[src/rtl/ipt_search_pkg.sv]
package ipt_search_pkg;
  typedef enum logic [0:0] {
    ST_IDLE = 1'b0,
    ST_RUN  = 1'b1
  } ipt_state_e;
endpackage

[src/rtl/ipt_hash.sv]
// Folds page number and process ID into a starting table index.
module ipt_hash #(
  parameter int PID_W   = 8,
  parameter int VPN_W   = 19,
  parameter int FRAME_W = 10
) (
  input  logic [PID_W-1:0]   pid,
  input  logic [VPN_W-1:0]   vpn,
  output logic [FRAME_W-1:0] start_idx
);
  localparam int VCH = (VPN_W + FRAME_W - 1) / FRAME_W;
  localparam int PCH = (PID_W + FRAME_W - 1) / FRAME_W;

  function automatic logic [FRAME_W-1:0] fold_key(
    input logic [PID_W-1:0] p,
    input logic [VPN_W-1:0] v
  );
    logic [VCH*FRAME_W-1:0] vpad;
    logic [PCH*FRAME_W-1:0] ppad;
    logic [FRAME_W-1:0]     acc;
    vpad = '0;
    ppad = '0;
    vpad[VPN_W-1:0] = v;
    ppad[PID_W-1:0] = p;
    acc = '0;
    for (int i = 0; i < VCH; i++) acc ^= vpad[i*FRAME_W +: FRAME_W];
    for (int i = 0; i < PCH; i++) acc ^= ppad[i*FRAME_W +: FRAME_W];
    return acc;
  endfunction

  assign start_idx = fold_key(pid, vpn);
endmodule

[src/rtl/ipt_entry_match.sv]
// Tag compare of a returned table entry against the search key.
module ipt_entry_match #(
  parameter int PID_W = 8,
  parameter int VPN_W = 19
) (
  input  logic             chk_en,
  input  logic             ent_valid,
  input  logic [PID_W-1:0] ent_pid,
  input  logic [VPN_W-1:0] ent_vpn,
  input  logic [PID_W-1:0] key_pid,
  input  logic [VPN_W-1:0] key_vpn,
  output logic             match
);
  logic pid_eq;
  logic vpn_eq;
  assign pid_eq = (ent_pid == key_pid);
  assign vpn_eq = (ent_vpn == key_vpn);
  assign match  = chk_en && ent_valid && pid_eq && vpn_eq;
endmodule

[src/rtl/ipt_search.sv]
module ipt_search
  import ipt_search_pkg::*;
#(
  parameter int PID_W   = 8,
  parameter int VPN_W   = 19,
  parameter int OFF_W   = 13,
  parameter int FRAME_W = 10,
  parameter int LIMIT_W = 11
) (
  input  logic                     clk,
  input  logic                     rst_n,
  input  logic                     req_valid,
  input  logic [PID_W-1:0]         req_pid,
  input  logic [VPN_W+OFF_W-1:0]   req_vaddr,
  input  logic [LIMIT_W-1:0]       probe_limit,
  output logic                     busy,
  output logic                     tbl_rd_en,
  output logic [FRAME_W-1:0]       tbl_rd_idx,
  input  logic                     tbl_ent_valid,
  input  logic [PID_W-1:0]         tbl_ent_pid,
  input  logic [VPN_W-1:0]         tbl_ent_vpn,
  output logic                     done,
  output logic                     hit,
  output logic [FRAME_W+OFF_W-1:0] paddr,
  output logic [LIMIT_W-1:0]       probes
);
  localparam int VADDR_W = VPN_W + OFF_W;
  localparam int PADDR_W = FRAME_W + OFF_W;

  ipt_state_e          state_q;
  logic [PID_W-1:0]    pid_q;
  logic [VPN_W-1:0]    vpn_q;
  logic [OFF_W-1:0]    off_q;
  logic [LIMIT_W-1:0]  lim_q;
  logic [FRAME_W-1:0]  idx_q;
  logic [FRAME_W-1:0]  pend_idx_q;
  logic                pend_q;
  logic [LIMIT_W-1:0]  issued_q;
  logic [LIMIT_W-1:0]  checked_q;
  logic                done_q;
  logic                hit_q;
  logic [PADDR_W-1:0]  paddr_q;
  logic [LIMIT_W-1:0]  probes_q;

  // Named internal events
  logic [FRAME_W-1:0]  start_idx;
  logic                accept;
  logic                issue;
  logic                match_now;
  logic [LIMIT_W-1:0]  chk_next;
  logic                hit_ev;
  logic                miss_ev;
  logic                finish;

  ipt_hash #(
    .PID_W(PID_W), .VPN_W(VPN_W), .FRAME_W(FRAME_W)
  ) u_hash (
    .pid       (req_pid),
    .vpn       (req_vaddr[VADDR_W-1:OFF_W]),
    .start_idx (start_idx)
  );

  ipt_entry_match #(
    .PID_W(PID_W), .VPN_W(VPN_W)
  ) u_match (
    .chk_en    (pend_q),
    .ent_valid (tbl_ent_valid),
    .ent_pid   (tbl_ent_pid),
    .ent_vpn   (tbl_ent_vpn),
    .key_pid   (pid_q),
    .key_vpn   (vpn_q),
    .match     (match_now)
  );

  assign accept   = (state_q == ST_IDLE) && req_valid;
  assign issue    = (state_q == ST_RUN) && (issued_q < lim_q);
  assign chk_next = checked_q + LIMIT_W'(pend_q);
  assign hit_ev   = (state_q == ST_RUN) && match_now;
  assign miss_ev  = (state_q == ST_RUN) && !match_now && (chk_next == lim_q);
  assign finish   = hit_ev || miss_ev;

  always_ff @(posedge clk) begin
    if (!rst_n) begin
      state_q    <= ST_IDLE;
      pid_q      <= '0;
      vpn_q      <= '0;
      off_q      <= '0;
      lim_q      <= '0;
      idx_q      <= '0;
      pend_idx_q <= '0;
      pend_q     <= 1'b0;
      issued_q   <= '0;
      checked_q  <= '0;
      done_q     <= 1'b0;
      hit_q      <= 1'b0;
      paddr_q    <= '0;
      probes_q   <= '0;
    end else begin
      done_q <= 1'b0;
      if (accept) begin
        state_q   <= ST_RUN;
        pid_q     <= req_pid;
        vpn_q     <= req_vaddr[VADDR_W-1:OFF_W];
        off_q     <= req_vaddr[OFF_W-1:0];
        lim_q     <= probe_limit;
        idx_q     <= start_idx;
        issued_q  <= '0;
        checked_q <= '0;
        pend_q    <= 1'b0;
      end else if (state_q == ST_RUN) begin
        pend_q     <= issue && !finish;
        pend_idx_q <= idx_q;
        checked_q  <= chk_next;
        if (issue) begin
          idx_q    <= idx_q + 1'b1;
          issued_q <= issued_q + 1'b1;
        end
        if (finish) begin
          state_q  <= ST_IDLE;
          done_q   <= 1'b1;
          hit_q    <= hit_ev;
          probes_q <= chk_next;
          paddr_q  <= hit_ev ? {pend_idx_q, off_q} : '0;
        end
      end
    end
  end

  assign busy       = (state_q == ST_RUN);
  assign tbl_rd_en  = issue;
  assign tbl_rd_idx = idx_q;
  assign done       = done_q;
  assign hit        = hit_q;
  assign paddr      = paddr_q;
  assign probes     = probes_q;
endmodule

[config.mk]
export PLATFORM = sky130hd
export DESIGN_NAME = ipt_search
export DESIGN_NICKNAME = d
export VERILOG_FILES = /design/src/rtl/ipt_search_pkg.sv /design/src/rtl/ipt_hash.sv /design/src/rtl/ipt_entry_match.sv /design/src/rtl/ipt_search.sv
export SDC_FILE = /design/constraint.sdc
export NUM_CORES = 1
export LEC_CHECK = 0
export BUFFER_PORTS_ARGS = -buffer_cell sky130_fd_sc_hd__buf_2
export CAP_MARGIN = 25
export CORE_ASPECT_RATIO = 0.75
export CORE_MARGIN = 2
export CORE_UTILIZATION = 35
export DETAILED_ROUTE_END_ITERATION = 8
export PLACE_DENSITY = 0.56
export REMOVE_ABC_BUFFERS = 1
export SLEW_MARGIN = 20
export SYNTH_ARGS = -nofsm -noshare
export SYNTH_HDL_FRONTEND = slang
export SYNTH_HIERARCHICAL = 1
export SYNTH_SLANG_ARGS = --single-unit
[constraint.sdc]
create_clock -name clk -period 2.65 [get_ports clk]
set_clock_uncertainty 0.2 [all_clocks]
set_input_delay 0.53 -clock clk [delete_from_list [all_inputs] [get_ports clk]]
set_output_delay 0.53 -clock clk [all_outputs]
set_load 0.05 [all_outputs]
Yosys cells after proc, flatten, opt, wreduce, memory -nomap -nowiden:

Cells that the tools add are included.

* bits of input ports: 82
* output and inout bits: 48
* word-level logic and storage cells: 54
* register bits: 131

* add/subtract/negate cells: 3
* bitwise logic cells: 5
* equality and inequality tests: 3
* muxes and demuxes: 8
* magnitude comparators: 1
* reduce and logical (&&, ||, !) cells: 20

Operators by type and width (count)
* two-way mux 10 bit: 3
* two-way mux 23 bit: 1
* equality test 19 bit: 1
* adder 11 x 1 -> 11 bit: 1
* adder 11 x 1 -> 11 bit (second input constant): 1
* equality test 11 bit: 1
* less-than comparator 11 bit: 1
* adder 10 x 1 -> 10 bit (second input constant): 1
* bitwise XOR 10 x 8 -> 10 bit: 1
* bitwise XOR 10 x 9 -> 10 bit: 1
* logical AND 1 bit: 9
* equality test 8 bit: 1
* AND reduction 2 bit: 3
* two-way mux 1 bit: 4
* nonzero test 2 bit: 2
* inverter 1 bit: 3
* AND reduction 3 bit: 1
* OR reduction 3 bit: 1
* zero test 1 bit: 2
* OR reduction 2 bit: 1
* logical OR 1 bit: 1

Longest topological paths before layout:

Gate-level depths: netlist of the first run.

* depth after elaboration: 10
* mapped depth: 11
* depth with buffers taken out: 9

Modules after synthesis:

The synthesis of the first run kept the hierarchy.

By module, submodules not included
* ipt_search: area an instance 5840.6 um^2, cells each 648, instances 1
* ipt_entry_match: area an instance 302.8 um^2, cells each 37, instances 1
* ipt_hash: area an instance 206.4 um^2, cells each 10, instances 1

Worst setup path after synthesis of the first run:

No wires, ideal clock.

* kind: register -> output
* start: register lim_q[8]
* end: output tbl_rd_en
* slack: -0.159 ns
* cell stages (with the launch flop): 8
* path buffers: 1
* arrival time: 2.079 ns
* cells stage by stage: dfxtp_1 inv_1 ha_1 a21o_1 a21o_1 a211o_1 a21oi_1 buf_2

* word-level cells in the longest chain between the ends: 2

RTL lines
* start: declaration: RTL line ipt_search.sv:34 `logic [LIMIT_W-1:0] lim_q;`
* start signal: assignment: RTL line ipt_search.sv:105 `lim_q <= probe_limit;`
* less-than comparator 11 bit: RTL line ipt_search.sv:76 `assign issue = (state_q == ST_RUN) && (issued_q < lim_q);`
* logical AND 1 bit: RTL line ipt_search.sv:76
* end: declaration: RTL line ipt_search.sv:17 `output logic tbl_rd_en,`

Every way passes these cells.

Worst setup path after layout of the first run:

Ends and elaborated chain as after synthesis.

==> summary.txt, run 1 <==
Run status
  • Status: finished, violations left
  • Failing checks: negative setup slack

Synth
  • Synth async-reset ratio: 0%
  • Register area share after synthesis: 41.3%
  • Most frequent cell after synthesis: nand2_1
  • Synth Flop Type: dfxtp_1
  • Cell variety after synth: 60
  • Synth top area share: 41.3%
  • Synth Warn #: 6
  • Syn Area/Cell: 9.14 um^2
  • Main area contributors after synthesis: dfxtp_1 (41%), nand2_1 (8.3%), a21boi_0 (6.4%), xnor2_1 (5.4%), a22o_1 (3.2%)
  • Post-synth EDFFs: 0
  • Top post-synthesis cells by count: nand2_1 (140), dfxtp_1 (131), a21boi_0 (54)
  • Post-Syn Area: 6350 um^2
  • Syn Inst Count: 695
  • Yosys top cell by area: dfxtp_1
  • FF+latch count, synth: 131

Die
  • Die area: 19,200 um^2
  • Chip Height: 121 um
  • Core Region: 17,700 um^2
  • IO Count: 130
  • # rows: 42
  • Starting Density: 35.9%
  • Die width: 160 um

Clock tree
  • CTS Buffer Depth: 2
  • CTS tree: built
  • CTS H-tree lvls: 4
  • Num CTS Buffers: 17
  • Root buffer cell: clkbuf_16
  • Later-pin clock latency in the skew report: 0.43 ns
  • Post-CTS Hold Buffers: 0
  • Clk sinks: 131
  • Clock transition at path regs: 0.07 ns

Detailed routing
  • DRC errors left: 0
  • Vias: 5,408
  • Final wirelength: 17,500 um
  • Wirelength per Cell: 15.8 um
  • Drt pass-1 iters: 4
  • Antenna viol nets, final: 0
  • Via/cell ratio: 4.87
  • 1st-iter DRT viols: 344

Final layout
  • Layout area overhead: 32.1%
  • Share of cells above drive strength 1: 31.0%
  • Final instance area: 8390 um^2
  • # nets final: 952
  • Diodes inserted: 0
  • FILL cells: 1,749
  • Footprint of the multi-input gates: 3670 um^2
  • Register area: 2640 um^2

Placement
  • Placement-stage cell area: 7530 um^2
  • PortBufs: 129
  • Place WS: -0.103 ns
  • Dpl hpwl: 12,600 um
  • GP Congestion: 0.842

Worst setup path
  • Critical Path RT: 1.92 ns
  • Crit path buf inv count: 2
  • CP max stage cell: a211o_4
  • Most used cell, CP: a21o_1
  • Worst path cell trace: inv_2 > ha_4 > a21o_1 > a21o_1 > a211o_4 > a21oi_4 > buf_8
  • Worst setup SP type: flop
  • Critical path type: reg2out
  • CP max FO: 2
  • Reg2reg setup slack: 0.03 ns
  • CP peak stage delay: 0.36 ns
  • Top Family by Delay on Critical Path: compound AO/OA/AOI/OAI gates
  • Crit end category: output port
  • Worst EP arrival: 2.01 ns

Power
  • PwrDens: 634 nW/um^2
  • Max IR drop VDD: 364 uV
  • Power, Total: 0.00532 W
  • Leakage power: 3.56 nW

Global route
  • GR Util met2: 26.9%
  • Total GRT Usage: 18.8%
  • Largest net degree at the start of global routing: 44
  • Vias in the first global route: 5,204
  • Busiest grt layer: met1
  • Met1 Use GR: 27.7%
  • First-pass GRT wire length: 28,400 um
  • GR Layer Usage met3: 4.19%
  • Initial antenna violation count: 0
  • Grt total ovfl: 0

Timing
  • Tightest Pin Transition: 0.815 ns
  • Fmax: 0.365 GHz
  • Final hold vios: 0
  • Rel. slew slack: 45.5%
  • PnR worst setup slack: -0.0931 ns
  • Min Tclk post-route: 2.74 ns
  • RSZ-0062 raised after global routing: true
  • Setup violations, final: 1
  • Crit share post-route: 104%
  • Final slew viol count: 0

Min path
  • Min-Delay Path Class: in2reg

Job
  • Max_cap viols: 0
[cell type report]
| class | instances | area share (%) |
|---|---|---|
| clock inverters | 15 | 2.16 |
| well taps | 242 | 3.61 |
| repair buffers | 187 | 13.3 |
| multi-input cells | 504 | 43.7 |
| flip-flops and latches | 131 | 31.4 |
| inverters | 15 | 0.671 |
| clock buffers | 17 | 5.07 |
[layout by cell type (no fill, tap or decap), types with 15 or more instances in the layout]
master | Yosys | final
a22o_1 | 23 | 23
o21ai_0 | 15 | 15
dfxtp_1 | 131 | 120
buf_2 | 4 | 128
xor2_1 | 21 | 20
nand3_1 | 18 | 17
buf_4 | 7 | 55
a21boi_0 | 54 | 54
nand2_1 | 140 | 139
nor2_1 | 22 | 22
mux2i_1 | 18 | 18
clkbuf_16 | 0 | 17
xnor2_1 | 39 | 39
[flip-flops by register name, indices dropped and copies added, names as in the netlist]
register / flops
busy: 1
checked_q: 11
done: 1
hit: 1
issued_q: 11
lim_q: 11
off_q: 13
paddr: 23
pend_idx_q: 10
pend_q: 1
pid_q: 8
probes: 11
tbl_rd_idx: 10
vpn_q: 19
[per-stage QoR]
step / util [%] / TNS (ns) / hold WS (ns) / std cells
2_1_floorplan: - / -65.86 / 0.243 / 650
3_3_place_gp: 42.5 / -1.58 / 0.234 / 1076
3_5_place_dp: 42.5 / -2.76 / 0.241 / 1076
4_1_cts: 46.9 / -0.104 / 0.128 / 1110
5_1_grt: 47.4 / -0.758 / 0.153 / 1111
6_report: 47.4 / -0.0931 / 0.141 / 1111
[power by group]
group          switching, W  total (W)  internal [W]
logic              0.000452   0.000767      0.000315
registers         0.0000715    0.00213       0.00205
clock network       0.00107    0.00243       0.00136
[worst min-delay path, stage by stage]
cell and delay, ns:
buf_2 0.09, nand2_1 0.04, a21boi_0 0.06
[cells by family (layout without fill, tap and decap cells)]
group | after synthesis | after routing | synth area share [%]
AO/OA/AOI/OAI | 149 | 149 | 18.1
XOR/XNOR | 69 | 69 | 11.6
adder cells (fa/ha/maj) | 14 | 14 | 2.76
buffers and inverters | 60 | 234 | 4.28
flip-flops | 131 | 131 | 41.3
multiplexers | 18 | 18 | 2.84
AND/OR/NAND/NOR | 254 | 254 | 19.1
[layer usage]
layer | part of all wire (%) | vias up
met2 | 41 | 152
li1 | - | 2729
met1 | 52 | 2502
met3 | 5.2 | 25
met4 | 1.6 | 0
met5 | 0 | -
[final timing paths]
path | end | depth (start not counted) | start
max reg2reg | issued_q[4] | 11 | lim_q[8]
min | off_q[10] | 3 | req_vaddr[10]
max | tbl_rd_en | 7 | lim_q[8]
min reg2reg | probes[4] | 2 | probes[4]
[what timing repair did]
item / CTS / global route
pin swaps: 11 / 11
resized for setup: 33 / 18
setup endpoints to repair: 38 / 46
endpoints found under the hold margin: 0 / 0
buffers inserted: 2 / 1
Power figures use the tool's default switching activity.
==> run 2: changes to the inputs <==
--- a/config.mk
+++ b/config.mk
@@ -11,7 +11,7 @@
 export CORE_MARGIN = 2
 export CORE_UTILIZATION = 35
 export DETAILED_ROUTE_END_ITERATION = 8
-export PLACE_DENSITY = 0.56
+export PLACE_DENSITY = 0.62
 export REMOVE_ABC_BUFFERS = 1
 export SLEW_MARGIN = 20
 export SYNTH_ARGS = -nofsm -noshare
==> summary.txt, run 2 (synthesis gave the netlist of run 1 again) <==
Timing
  • Final slew viol count: 0
  • Fmax: 0.369 GHz
  • RSZ-0062 raised after global routing: true
  • Crit share post-route: 102%
  • Setup violations, final: 1
  • Tightest Pin Transition: 0.554 ns
  • PnR worst setup slack: -0.0582 ns
  • Min Tclk post-route: 2.71 ns
  • Rel. slew slack: 63.0%
  • Final hold vios: 0

Job
  • Max_cap viols: 0

Clock tree
  • Root buffer cell: clkbuf_16
  • Clk sinks: 131
  • Num CTS Buffers: 17
  • Clock transition at path regs: 0.06 ns
  • CTS Buffer Depth: 2
  • CTS H-tree lvls: 4
  • CTS tree: built
  • Later-pin clock latency in the skew report: 0.42 ns

Die
  • Die width: 160 um
  • Starting Density: 35.9%
  • Core Region: 17,700 um^2
  • Die area: 19,200 um^2
  • Chip Height: 121 um
  • IO Count: 130
  • # rows: 42

Run status
  • Failing checks: negative setup slack
  • Status: finished, violations left

Power
  • Max IR drop VDD: 332 uV
  • Gate power share: 14.8%
  • Leakage power: 3.62 nW
  • Psw: 0.00144 W
  • Sw Ratio: 27.1%
  • Clock power share: 45.0%
  • Reg power frac: 40.1%
  • PwrDens: 620 nW/um^2
  • P_int: 0.00386 W

Detailed routing
  • Antenna viol nets, final: 0
  • Routed met3 length: 1060 um
  • Final wirelength: 17,700 um
  • Met1 Wirelength: 9100 um
  • DRC errors left: 0
  • Drt pass-1 iters: 4
  • 1st-iter DRT viols: 305
  • Wirelength per Cell: 15.9 um
  • Via/cell ratio: 4.91
  • Met2 Routed Length: 7410 um
  • Vias: 5,491
  • Max Used Layer: met4

Worst setup path
  • Worst EP arrival: 1.98 ns
  • Worst path cell trace: inv_2 > ha_4 > a21o_1 > a21o_1 > a211o_1 > a21oi_2 > buf_6
  • Crit path buf inv count: 2
  • Critical Path RT: 1.92 ns
  • Crit end category: output port
  • Critical path type: reg2out
  • Top Family by Delay on Critical Path: compound AO/OA/AOI/OAI gates
  • Most used cell, CP: a21o_1
  • Worst setup SP type: flop
  • CP max stage cell: dfxtp_2
  • CP max FO: 2
  • CP peak stage delay: 0.33 ns

Min path
  • Min-Delay Path Class: in2reg

Placement
  • PortBufs: 129
  • Place WS: -0.140 ns
  • Dpl hpwl: 12,200 um
  • GP Congestion: 0.822

Final layout
  • Share of cells above drive strength 1: 33.0%
  • Commonest non-fill, non-tap cell in the layout: nand2_1
  • Layout area overhead: 34.5%
  • # nets final: 959
  • Post-layout util: 48.2%
  • FILL cells: 1,726
  • Largest register FFs: 23
  • Diodes inserted: 0
  • Most frequent cells in the layout: nand2_1 (138), buf_2 (128), dfxtp_1 (115)

Global route
  • First-pass GRT wire length: 28,200 um
  • Initial antenna violation count: 0
  • Total GRT Usage: 18.6%
  • Vias in the first global route: 5,232
  • Largest net degree at the start of global routing: 72
  • Grt total ovfl: 0
[run 2: worst min-delay path, stage by stage]
cell	delay [ns]
buf_2	0.09
nand2_1	0.04
a21boi_0	0.06
[run 2: layout make-up]
type                       instances  area (um^2)  share of cell area (%)
clock buffer                      20          437                    5.11
clock inverter                    12          159                    1.86
inverter                          15         56.3                   0.659
multi-input combinational        505         3730                    43.7
sequential                       131         2650                    31.0
tap                              242          303                    3.55
timing repair buffer             193         1210                    14.1
[run 2: worst paths after layout]
kind	from	to	slack, ns	cells after the start
worst max-delay path	lim_q[8]	tbl_rd_en	-0.06	7
worst min-delay path	req_vaddr[1]	off_q[1]	0.15	3
worst max register to register	pend_q	probes[7]	0.07	10
worst min register to register	probes[8]	probes[8]	0.25	2
[run 2: what timing repair did]
item                       in CTS  in global routing
setup endpoints to repair      41                 39
pin swaps                      16                 11
hold buffers                    0                  0
gates resized for setup        46                 24
hold endpoints to repair        0                  0
gates cloned                    2                  0
setup buffers                   6                  4
[run 2: through the flow]
stage | cells | cell area [um^2] | setup TNS (ns) | power, W | hold slack, ns
2_1_floorplan | 650 | 6130 | -65.86 | 0.00259 | 0.243
3_3_place_gp | 1074 | 7530 | -2.93 | 0.00288 | 0.235
3_5_place_dp | 1074 | 7530 | -4.04 | 0.00289 | 0.242
4_1_cts | 1114 | 8400 | -0.0857 | 0.00533 | 0.138
5_1_grt | 1118 | 8540 | -0.284 | 0.00552 | 0.135
6_report | 1118 | 8540 | -0.0582 | 0.00530 | 0.152
[run 2: power groups by stage]
stage | clock (W) | combinational (W) | sequential (W)
floorplan | 0 | 0.000347 | 0.00225
global placement | 0 | 0.000714 | 0.00217
global route | 0.00253 | 0.000853 | 0.00214
CTS | 0.00243 | 0.000774 | 0.00213
detailed placement | 0 | 0.000721 | 0.00217
finish | 0.00239 | 0.000786 | 0.00213
[run 2: routing by layer]
layer  up-vias  GRT usage [%]
met4         0           3.98
met1      2572           27.0
met3        12           5.52
met2       152           27.1
met5         -              0
li1       2755              -
